`config.mk`:
```
export PLATFORM = sky130hd
export DESIGN_NAME = irtx_runlen_fifo
export DESIGN_NICKNAME = d
export VERILOG_FILES = /design/src/rtl/irtx_pkg.sv /design/src/rtl/irtx_fifo.sv /design/src/rtl/irtx_player.sv /design/src/rtl/irtx_carrier.sv /design/src/rtl/irtx_runlen_fifo.sv
export SDC_FILE = /design/constraint.sdc
export NUM_CORES = 1
export LEC_CHECK = 0
export BUFFER_PORTS_ARGS = -buffer_cell sky130_fd_sc_hd__buf_2
export CAP_MARGIN = 20
export CORE_MARGIN = 2
export CORE_UTILIZATION = 65
export DETAILED_ROUTE_END_ITERATION = 10
export PLACE_DENSITY = 0.82
export SLEW_MARGIN = 20
export SYNTH_ARGS = -nofsm -noshare
export SYNTH_HDL_FRONTEND = slang
export SYNTH_SLANG_ARGS = --single-unit
```
`constraint.sdc`:
```
create_clock -name clk -period 7.25 [get_ports clk]
set_input_delay 1.45 -clock clk [delete_from_list [all_inputs] [get_ports clk]]
set_output_delay 1.45 -clock clk [all_outputs]
set_load 0.1 [all_outputs]
```
`src/rtl/irtx_pkg.sv`:
```
package irtx_pkg;
  localparam logic [1:0] A_DATA   = 2'd0;
  localparam logic [1:0] A_CTRL   = 2'd1;
  localparam logic [1:0] A_PERIOD = 2'd2;
  localparam logic [1:0] A_HIGH   = 2'd3;

  localparam logic [7:0] PERIOD_RST = 8'd9;
  localparam logic [7:0] HIGH_RST   = 8'd3;
  localparam logic [1:0] THR_RST    = 2'd2;

  // fixed non-linear low-data levels
  function automatic logic [5:0] low_level(input logic [1:0] code);
    case (code)
      2'd0:    return 6'd1;
      2'd1:    return 6'd7;
      2'd2:    return 6'd17;
      default: return 6'd25;
    endcase
  endfunction
endpackage

```
`src/rtl/irtx_fifo.sv`:
```
module irtx_fifo #(
  parameter int DEPTH = 32,
  parameter int W     = 8
) (
  input  logic                       clk,
  input  logic                       rst,
  input  logic                       clr,
  input  logic                       push,
  input  logic [W-1:0]               din,
  input  logic                       pop,
  output logic [W-1:0]               dout,
  output logic [$clog2(DEPTH):0]     count,
  output logic                       full,
  output logic                       empty
);
  localparam int AW = $clog2(DEPTH);

  logic [W-1:0]  mem [DEPTH];
  logic [AW-1:0] wp, rp;

  always_ff @(posedge clk) begin
    if (push && !clr) mem[wp] <= din;
  end

  always_ff @(posedge clk) begin
    if (rst || clr) begin
      wp    <= '0;
      rp    <= '0;
      count <= '0;
    end else begin
      if (push) wp <= wp + 1'b1;
      if (pop)  rp <= rp + 1'b1;
      count <= count + (AW+1)'(push) - (AW+1)'(pop);
    end
  end

  assign dout  = mem[rp];
  assign full  = (count == (AW+1)'(DEPTH));
  assign empty = (count == '0);
endmodule

```
`src/rtl/irtx_player.sv`:
```
module irtx_player #(
  parameter int TICK_DIV = 4
) (
  input  logic       clk,
  input  logic       rst,
  input  logic       abort,
  input  logic       avail,
  input  logic [7:0] head,
  output logic       pop,
  output logic       active,
  output logic       pulse
);
  logic [7:0] left_q;
  logic       tick_end;
  logic       seg_end;

  assign seg_end = active && tick_end && (left_q == 8'd1);
  assign pop     = !abort && avail && (!active || seg_end);

  generate
    if (TICK_DIV > 1) begin : g_div
      localparam int TW = $clog2(TICK_DIV);
      logic [TW-1:0] tick_q;
      assign tick_end = (tick_q == TW'(TICK_DIV - 1));
      always_ff @(posedge clk) begin
        if (rst || pop || !active || tick_end) tick_q <= '0;
        else                                   tick_q <= tick_q + 1'b1;
      end
    end else begin : g_nodiv
      assign tick_end = 1'b1;
    end
  endgenerate

  always_ff @(posedge clk) begin
    if (rst) begin
      active <= 1'b0;
      pulse  <= 1'b0;
      left_q <= '0;
    end else if (abort) begin
      active <= 1'b0;
    end else if (pop) begin
      active <= 1'b1;
      pulse  <= ~head[7];
      left_q <= (head[6:0] == 7'd0) ? 8'd128 : {1'b0, head[6:0]};
    end else if (seg_end) begin
      active <= 1'b0;
    end else if (active && tick_end) begin
      left_q <= left_q - 1'b1;
    end
  end
endmodule

```
`src/rtl/irtx_carrier.sv`:
```
module irtx_carrier (
  input  logic       clk,
  input  logic       rst,
  input  logic       run,
  input  logic       restart,
  input  logic [7:0] period,
  input  logic [7:0] high,
  output logic       out
);
  logic [7:0] ph;

  always_ff @(posedge clk) begin
    if (rst) begin
      ph  <= '0;
      out <= 1'b0;
    end else begin
      out <= run && (ph < high);
      if (restart || !run)  ph <= '0;
      else if (ph == period) ph <= '0;
      else                   ph <= ph + 1'b1;
    end
  end
endmodule

```
`src/rtl/irtx_runlen_fifo.sv`:
```
module irtx_runlen_fifo #(
  parameter int DEPTH    = 32,
  parameter int TICK_DIV = 4
) (
  input  logic                    clk,
  input  logic                    rst,
  input  logic                    wr_en,
  input  logic [1:0]              wr_addr,
  input  logic [7:0]              wr_data,
  output logic                    ir_out,
  output logic                    busy,
  output logic [$clog2(DEPTH):0]  fill_level,
  output logic                    low_data_irq,
  output logic                    overflow
);
  import irtx_pkg::*;
  localparam int CW = $clog2(DEPTH) + 1;

  logic       en_low_q, en_glb_q;
  logic [1:0] thr_q;
  logic [7:0] period_q, high_q;
  logic       clr, push, pop, full, empty;
  logic [7:0] head;
  logic       play_pulse;

  assign clr  = wr_en && (wr_addr == A_CTRL) && wr_data[7];
  assign push = wr_en && (wr_addr == A_DATA) && !full;

  always_ff @(posedge clk) begin
    if (rst) begin
      en_low_q <= 1'b0;
      en_glb_q <= 1'b0;
      thr_q    <= THR_RST;
      period_q <= PERIOD_RST;
      high_q   <= HIGH_RST;
    end else if (wr_en) begin
      case (wr_addr)
        A_CTRL: begin
          en_low_q <= wr_data[0];
          en_glb_q <= wr_data[1];
          thr_q    <= wr_data[3:2];
        end
        A_PERIOD: period_q <= wr_data;
        A_HIGH:   high_q   <= wr_data;
        default: ;
      endcase
    end
  end

  always_ff @(posedge clk) begin
    if (rst || clr) overflow <= 1'b0;
    else if (wr_en && (wr_addr == A_DATA) && full) overflow <= 1'b1;
  end

  always_ff @(posedge clk) begin
    if (rst) low_data_irq <= 1'b0;
    else     low_data_irq <= en_low_q && en_glb_q &&
                             (fill_level <= CW'(low_level(thr_q)));
  end

  irtx_fifo #(.DEPTH(DEPTH), .W(8)) u_fifo (
    .clk(clk), .rst(rst), .clr(clr), .push(push), .din(wr_data),
    .pop(pop), .dout(head), .count(fill_level), .full(full), .empty(empty)
  );

  irtx_player #(.TICK_DIV(TICK_DIV)) u_player (
    .clk(clk), .rst(rst), .abort(clr), .avail(!empty), .head(head),
    .pop(pop), .active(busy), .pulse(play_pulse)
  );

  irtx_carrier u_carrier (
    .clk(clk), .rst(rst), .run(busy && play_pulse), .restart(pop),
    .period(period_q), .high(high_q), .out(ir_out)
  );
endmodule

```
# After elaboration in Yosys (flattened, before gate mapping)
# Memory sizes are Yosys's and may differ from the RTL's. A register that Yosys moved wholly into a read port is not among the register bits.
# Index checks and enable logic that the tools add are counted.
totals:
  inputBits: 13
  elab_cells: 88
  output_inout_bits: 10
  ramBits: 256
  regBits: 59
  mem_count: 1
op_classes:
  n_reduce_logical: 38
  n_eq_ne: 10
  bitwise_logic: 2
  order_cmp: 2
  n_mux: 12
  n_addsub: 7
memory_table:
  columns: ["name", "depth", "width", "rd", "rd_clocked_by_memory_dff", "write_ports", "line", "rtl"]
  rows:
  - ["u_fifo.mem", 32, 8, 1, 1, 1, "irtx_fifo.sv:18", "logic [W-1:0] mem [DEPTH];"]
op_table:
  columns: ["operator", "n"]
  rows:
  - ["two-way mux 8 bit", 4]
  - ["one-hot mux 5 bit (3 select lines)", 1]
  - ["logical AND 1 bit", 14]
  - ["adder 5 x 1 -> 5 bit (second input constant)", 2]
  - ["two-way mux 5 bit", 2]
  - ["adder 8 x 1 -> 8 bit (second input constant)", 1]
  - ["equality test 2 bit (second input constant)", 4]
  - ["equality test 8 x 1 -> 1 bit (second input constant)", 1]
  - ["equality test 8 bit", 1]
  - ["< comparator 8 bit", 1]
  - ["AND reduction 2 bit", 4]
  - ["subtractor 8 x 1 -> 8 bit (second input constant)", 1]
  - ["zero test 7 bit", 1]
  - ["adder 6 x 1 -> 6 bit", 1]
  - ["equality test 6 bit (second input constant)", 1]
  - ["<= comparator 6 bit", 1]
  - ["zero test 6 bit", 1]
  - ["logical OR 1 bit", 6]
  - ["two-way mux 6 bit", 1]
  - ["subtractor 6 x 1 -> 6 bit", 1]
  - ["zero test 1 bit", 5]
  - ["equality test 2 x 1 -> 1 bit (second input constant)", 2]
  - ["zero test 2 bit", 2]
  - ["two-way mux 1 bit", 4]
  - ["other kinds (7)", 9]

# Depth between registers and ports, before layout
logic_depth:
  depth_word: 9
  mapped_depth: 17
  mapped_depth_nobuf: 16

# Cells and area by module
# Synthesis repeated with hierarchy kept, for this count alone.
unflattened:
  hier_cells: 880
  hier_area_um2: 13346.6
modules_own_cells:
  columns: ["mod", "seq_area_each_um2", "area_per_inst_um2", "n_inst", "cells_per_inst"]
  rows:
  - ["irtx_fifo", 8107.8, 11030.6, 1, 615]
  - ["irtx_runlen_fifo", 440.4, 942.2, 1, 106]
  - ["irtx_player", 240.2, 779.5, 1, 92]
  - ["irtx_carrier", 180.2, 594.3, 1, 67]

# Worst setup path before layout
# OpenSTA, ideal clock, no wires.
synth_timing:
  path_type: "in2reg"
  start: "in wr_addr[1]"
  end: "reg u_fifo.count[4]"
  setup_time_ns: 0.127
  path_buffers: 1
  setup_slack_ns: 3.646
  arrival_time_ns: 3.476
  stages: 13
  t_required_ns: 7.123
  cell_sequence: "nand4b_1 nand2_4 inv_2 buf_4 ha_1 inv_1 ha_1 fa_1 a21oi_1 nor2_1 nor2_1 xor2_1 nor2_1"
synth_between:
  elab_chain_cells: 7
  elab_cells_between_ends: 12
  classes_between: "add/sub: 2; eq/ne: 1; reduce/logical: 9"
synth_rtl:
  columns: ["element", "line", "rtl"]
  rows:
  - ["from (decl)", "irtx_runlen_fifo.sv:8", "input logic [1:0] wr_addr,"]
  - ["equality test 2 x 1 -> 1 bit", "irtx_runlen_fifo.sv:26", "assign clr = wr_en && (wr_addr == A_CTRL) && wr_data[7];"]
  - ["logical AND 1 bit (2 in series)", "irtx_runlen_fifo.sv:26", null]
  - ["zero test 1 bit", "irtx_player.sv:18", "assign pop = !abort && avail && (!active || seg_end);"]
  - ["logical AND 1 bit (2 in series)", "irtx_player.sv:18", null]
  - ["via pop", "irtx_runlen_fifo.sv:22", "logic clr, push, pop, full, empty;"]
  - ["subtractor 6 x 1 -> 6 bit", "irtx_fifo.sv:33", "count <= count + (AW+1)'(push) - (AW+1)'(pop);"]
  - ["to (signal assigned)", "irtx_fifo.sv:33", null]
  - ["to (decl)", "irtx_fifo.sv:12", "output logic [$clog2(DEPTH):0] count,"]
# The timed path passes the listed nets, and every way through them passes these cells.
# A chain may end at the register's enable or synchronous reset.

# Worst setup path in the final report
layout_timing:
  start: "in wr_data[7]"
  end: "reg u_fifo.count[4]"
layout_between:
  elab_chain_cells: 5
  elab_cells_between_ends: 6
  classes_between: "add/sub: 1; reduce/logical: 5"
layout_rtl:
  columns: ["element", "line", "rtl"]
  rows:
  - ["from (decl)", "irtx_runlen_fifo.sv:9", "input logic [7:0] wr_data,"]
  - ["logical AND 1 bit (*)", "irtx_runlen_fifo.sv:26", null]
  - ["zero test 1 bit", "irtx_player.sv:18", null]
  - ["logical AND 1 bit (2 in series)", "irtx_player.sv:18", null]
  - ["subtractor 6 x 1 -> 6 bit", "irtx_fifo.sv:33", null]
# Every way passes the cells marked *; elsewhere a longest branch is shown, timed or not.

==> reports/results.md <==
| Parameter | This run | Unit |
|:---|:---|:---|
| Detailed placer's ending HPWL | 17.5 | mm |
| Maximum frequency from static timing analysis | 271 | MHz |
| Most repeated cell in the gate-level netlist after synthesis | sky130_fd_sc_hd__edfxtp_1 | - |
| Sequential Area | 8980 | µm² |
| Number of cells on the worst reg-to-reg path | 16 | - |
| Buf/Inv on CP | 4 | - |
| Count of buffers from port buffering | 22 | - |
| Post-synth ARST share | 0 | % |
| Cell family contributing the most delay on the critical path | adder cells | - |
| Startpoint types | input port | - |
| Most instantiated flip-flop cell in the synthesis netlist | sky130_fd_sc_hd__edfxtp_1 | - |
| Width of the die | 146 | µm |
| Area of the core | 19,600 | µm² |
| Reg-to-reg slack, setup | 3750 | ps |
| Yosys top cell area share | 58.8 | % |
| Max clock buf depth | 3 | - |
| Worst hold path depth | 1 | - |
| Total internal power | 3.51 | mW |
| Cell accounting for the most synthesized area | sky130_fd_sc_hd__edfxtp_1 | - |
| TNS Setup | 0 | ps |
| Via count of the routed design | 7,419 | - |
| Capturing element type of the critical path | flip-flop | - |
| Count of warnings emitted by yosys | 0 | - |
| Final-stage net count | 889 | - |
| Total of flip-flops plus latches after synthesis | 320 | - |
| Met3 Wirelength | 2.36 | mm |
| Clock tree from TritonCTS | done | - |
| Clock root buffer | sky130_fd_sc_hd__clkbuf_16 | - |
| WL per Instance | 25.1 | µm |
| Mean instance size in the synthesized netlist | 15.9 | µm² |
| Maximum number of pins on one net before global-route repair | 73 | - |
| Antenna violations before repair | 0 | - |
| Chip height | 146 | µm |
| Clk_lat worst skew | 560 | ps |
| Multi-input combinational cell area | 3820 | µm² |
| Delay contributed by the slowest stage of the critical path | 410 | ps |
| Path length in cells of the critical path | 14 | - |
| Worst vdd ir | 0.209 | mV |
| Effective utilization at floorplan | 66.8 | % |
| Worst Skew | 12.8 | ps |
| Count of boundary I/O pins | 23 | - |
| Net Sw Power | 1.39 | mW |
| Mapped Cells | 820 | - |
| DR DRC count | 0 | - |
| Cell seen most often among critical-path stages | sky130_fd_sc_hd__nor2_1 | - |
| Min Hold Slack | 432 | ps |
| Met2 routed WL | 14.2 | mm |
| Vias in the first global route | 7,337 | - |
| Class of the tightest hold or removal check | reg -> reg | - |
| Full die area | 21,300 | µm² |
| Most common library cells after synthesis | sky130_fd_sc_hd__edfxtp_1 (256), sky130_fd_sc_hd__nor2_1 (78), sky130_fd_sc_hd__dfxtp_1 (64) | - |
| Switching portion of total power | 28.4 | % |
| Remaining global-route overflow | 0 | - |
| Total number of clock tree sinks | 320 | - |
| Final number of setup-violating endpoints | 0 | - |
| Diode count | 0 | - |
| Seq/Total Area, Yosys | 68.6 | % |
| Post-DRT Antenna Nets | 0 | - |
| Tightest Pin Transition | 1140 | ps |
| Count of cells resized by post-cts repair | 0 | - |
| GRT Util Overall | 27.3 | % |
| Global-route wire length before repair | 44.3 | mm |
| Setup repair after global routing missed its margin | false | - |
| Data required, critical path | 7650 | ps |
| Number of placement rows | 51 | - |
| H-Tree Depth | 1 | - |
| Top post-synthesis cells by area | sky130_fd_sc_hd__edfxtp_1 (59%), sky130_fd_sc_hd__dfxtp_1 (9.8%), sky130_fd_sc_hd__mux4_2 (9.6%) | - |
| Area growth from synthesis to layout | 10.7 | % |
| Leakage power of the design | 4.81 | nW |
| Final estimated routing congestion in global placement | 0.906 | - |
| Number of buffers inserted by hold repair at cts | 0 | - |
| Crit path cell chain | buf_2 > buf_4 > nand4b_1 > nand2_4 > inv_2 > ha_1 > inv_1 > ha_1 > fa_1 > a21oi_1 > nor2_1 > nor2_1 > xor2_1 > nor2_1 | - |
| 1st-pass router iterations | 8 | - |
| Sequential Power Share | 43.5 | % |
| Combinational share of power | 22.0 | % |
| Distinct cell type count after synthesis | 60 | - |
| Number of maximum-capacitance violations | 0 | - |
| Ratio of total power to cell area | 338 | nW/µm² |
| Metal-1 WL | 11.2 | mm |
| Number of buffers added for setup after CTS | 0 | - |
| Final hold vios | 0 | - |
| Total wire length | 28.5 | mm |
| FILL cells | 1,156 | - |
| Worst setup path category | in -> reg | - |
| Number of flops mapped to enable cells by yosys | 256 | - |
| Clock network power share | 34.5 | % |
| Post-synthesis net count | 863 | - |
| Final count of pins violating max slew | 0 | - |
| Maximum fanout along the worst path | 35 | - |
| Highest metal layer with signal wires | met4 | - |
| Cell area after synthesis | 13,100 | µm² |
| Status | completed | - |
| Number of buffers created by CTS | 31 | - |
| Slowest stage cell on the critical path | sky130_fd_sc_hd__fa_1 | - |
| Final min period | 3690 | ps |
| Post-CTS clock slew at the launch and capture registers of the worst setup and hold paths | 60 | ps |
| Relative slew margins | 23.8 | % |
| Vias/cell | 6.54 | - |
| Post-route clock period utilization | 50.9 | % |
| Layout cells sized above 1 | 17.1 | % |
| Arrival time at the worst endpoint | 4090 | ps |
| Drt initial violations | 870 | - |
-- layout by cell type, fill, tap and decap left out, types with 3 or more instances in the layout --
cell type	instances
sky130_fd_sc_hd__a211oi_1	4
sky130_fd_sc_hd__a21o_1	7
sky130_fd_sc_hd__a21oi_1	25
sky130_fd_sc_hd__a221oi_1	4
sky130_fd_sc_hd__a22oi_1	10
sky130_fd_sc_hd__a31oi_1	5
sky130_fd_sc_hd__and3_1	5
sky130_fd_sc_hd__buf_2	22
sky130_fd_sc_hd__buf_4	3
sky130_fd_sc_hd__bufinv_16	5
sky130_fd_sc_hd__clkbuf_16	32
sky130_fd_sc_hd__clkbuf_8	3
sky130_fd_sc_hd__clkinv_1	4
sky130_fd_sc_hd__clkinv_2	6
sky130_fd_sc_hd__dfxtp_1	62
sky130_fd_sc_hd__edfxtp_1	256
sky130_fd_sc_hd__ha_1	29
sky130_fd_sc_hd__inv_1	27
sky130_fd_sc_hd__mux2i_1	25
sky130_fd_sc_hd__mux4_1	4
sky130_fd_sc_hd__mux4_2	56
sky130_fd_sc_hd__nand2_1	61
sky130_fd_sc_hd__nand2b_1	5
sky130_fd_sc_hd__nand3_1	11
sky130_fd_sc_hd__nand3b_1	6
sky130_fd_sc_hd__nand4_1	11
sky130_fd_sc_hd__nor2_1	78
sky130_fd_sc_hd__nor2b_1	6
sky130_fd_sc_hd__nor3_1	5
sky130_fd_sc_hd__nor4_1	4
sky130_fd_sc_hd__o211ai_1	4
sky130_fd_sc_hd__o21ai_0	10
sky130_fd_sc_hd__or2_2	3
sky130_fd_sc_hd__xnor2_1	16
sky130_fd_sc_hd__xor2_1	13
-- cell families (layout without fill, tap and decap cells) --
logic type	count (synthesis)	in the layout	share of synthesized area, %
multiplexers	88	88	12.6
flip-flops	320	320	68.6
buffers and inverters	61	111	2.20
AND/OR/NAND/NOR	211	211	7.57
AO/OA/AOI/OAI	81	81	4.14
XOR/XNOR	29	29	1.94
adder cells (fa/ha/maj)	30	30	2.93
-- routing by layer --
metal | GRT usage [%] | vias up
li1 | - | 3205
met1 | 38.6 | 3762
met2 | 45.4 | 395
met3 | 4.20 | 57
met4 | 7.16 | 0
met5 | 0 | -
-- sequential cells by signal, indices dropped and copies added, names as in the netlist, named ones only --
signal and cells:
en_glb_q 1, en_low_q 1, high_q 8, low_data_irq 1, overflow 1, period_q 8
thr_q 2, u_carrier.out 1, u_carrier.ph 8, u_fifo.count 6, u_fifo.mem 256, u_fifo.rp 5
u_fifo.wp 5, u_player.active 1, u_player.g_div.tick_q 2, u_player.left_q 8, u_player.pulse 1
-- path summary, 6_finish.rpt --
path,from,to
worst max-delay path,wr_data[7],u_fifo.count[4]
worst min-delay path,u_player.g_div.tick_q[0],u_player.g_div.tick_q[0]
worst max register to register,u_player.left_q[1],u_fifo.count[5]
worst min register to register,u_player.g_div.tick_q[0],u_player.g_div.tick_q[0]
-- cell type report --
class                           instances  share of cell area (%)
Clock buffer                           37                    5.87
Clock inverter                         20                    1.69
Inverter                               28                   0.726
Multi-Input combinational cell        439                    26.4
Sequential cell                       320                    62.0
Tap cell                              265                    2.29
Timing Repair Buffer                   26                    1.05
-- stage by stage --
stage | setup slack [ps] | power (mW) | std cells | area [µm²] | util, %
after floorplan | 3650 | 2.98 | 820 | 13100 | -
after global placement | 3110 | 3.19 | 1077 | 13400 | 68.2
after detailed placement | 2980 | 3.22 | 1077 | 13400 | 68.2
after CTS | 3550 | 4.90 | 1134 | 14500 | 73.8
after global routing | 3330 | 5.07 | 1135 | 14500 | 73.9
final | 3560 | 4.90 | 1135 | 14500 | 73.9
-- power groups by stage --
| stage | combinational, mW | sequential (mW) | clock, mW |
|---|---|---|---|
| CTS | 1.03 | 2.17 | 1.70 |
| global route | 1.15 | 2.14 | 1.78 |
| finish | 1.08 | 2.13 | 1.69 |
| floorplan | 0.748 | 2.23 | 0 |
| global placement | 0.991 | 2.20 | 0 |
| detailed placement | 1.02 | 2.20 | 0 |
Power figures use the tool's default switching activity.
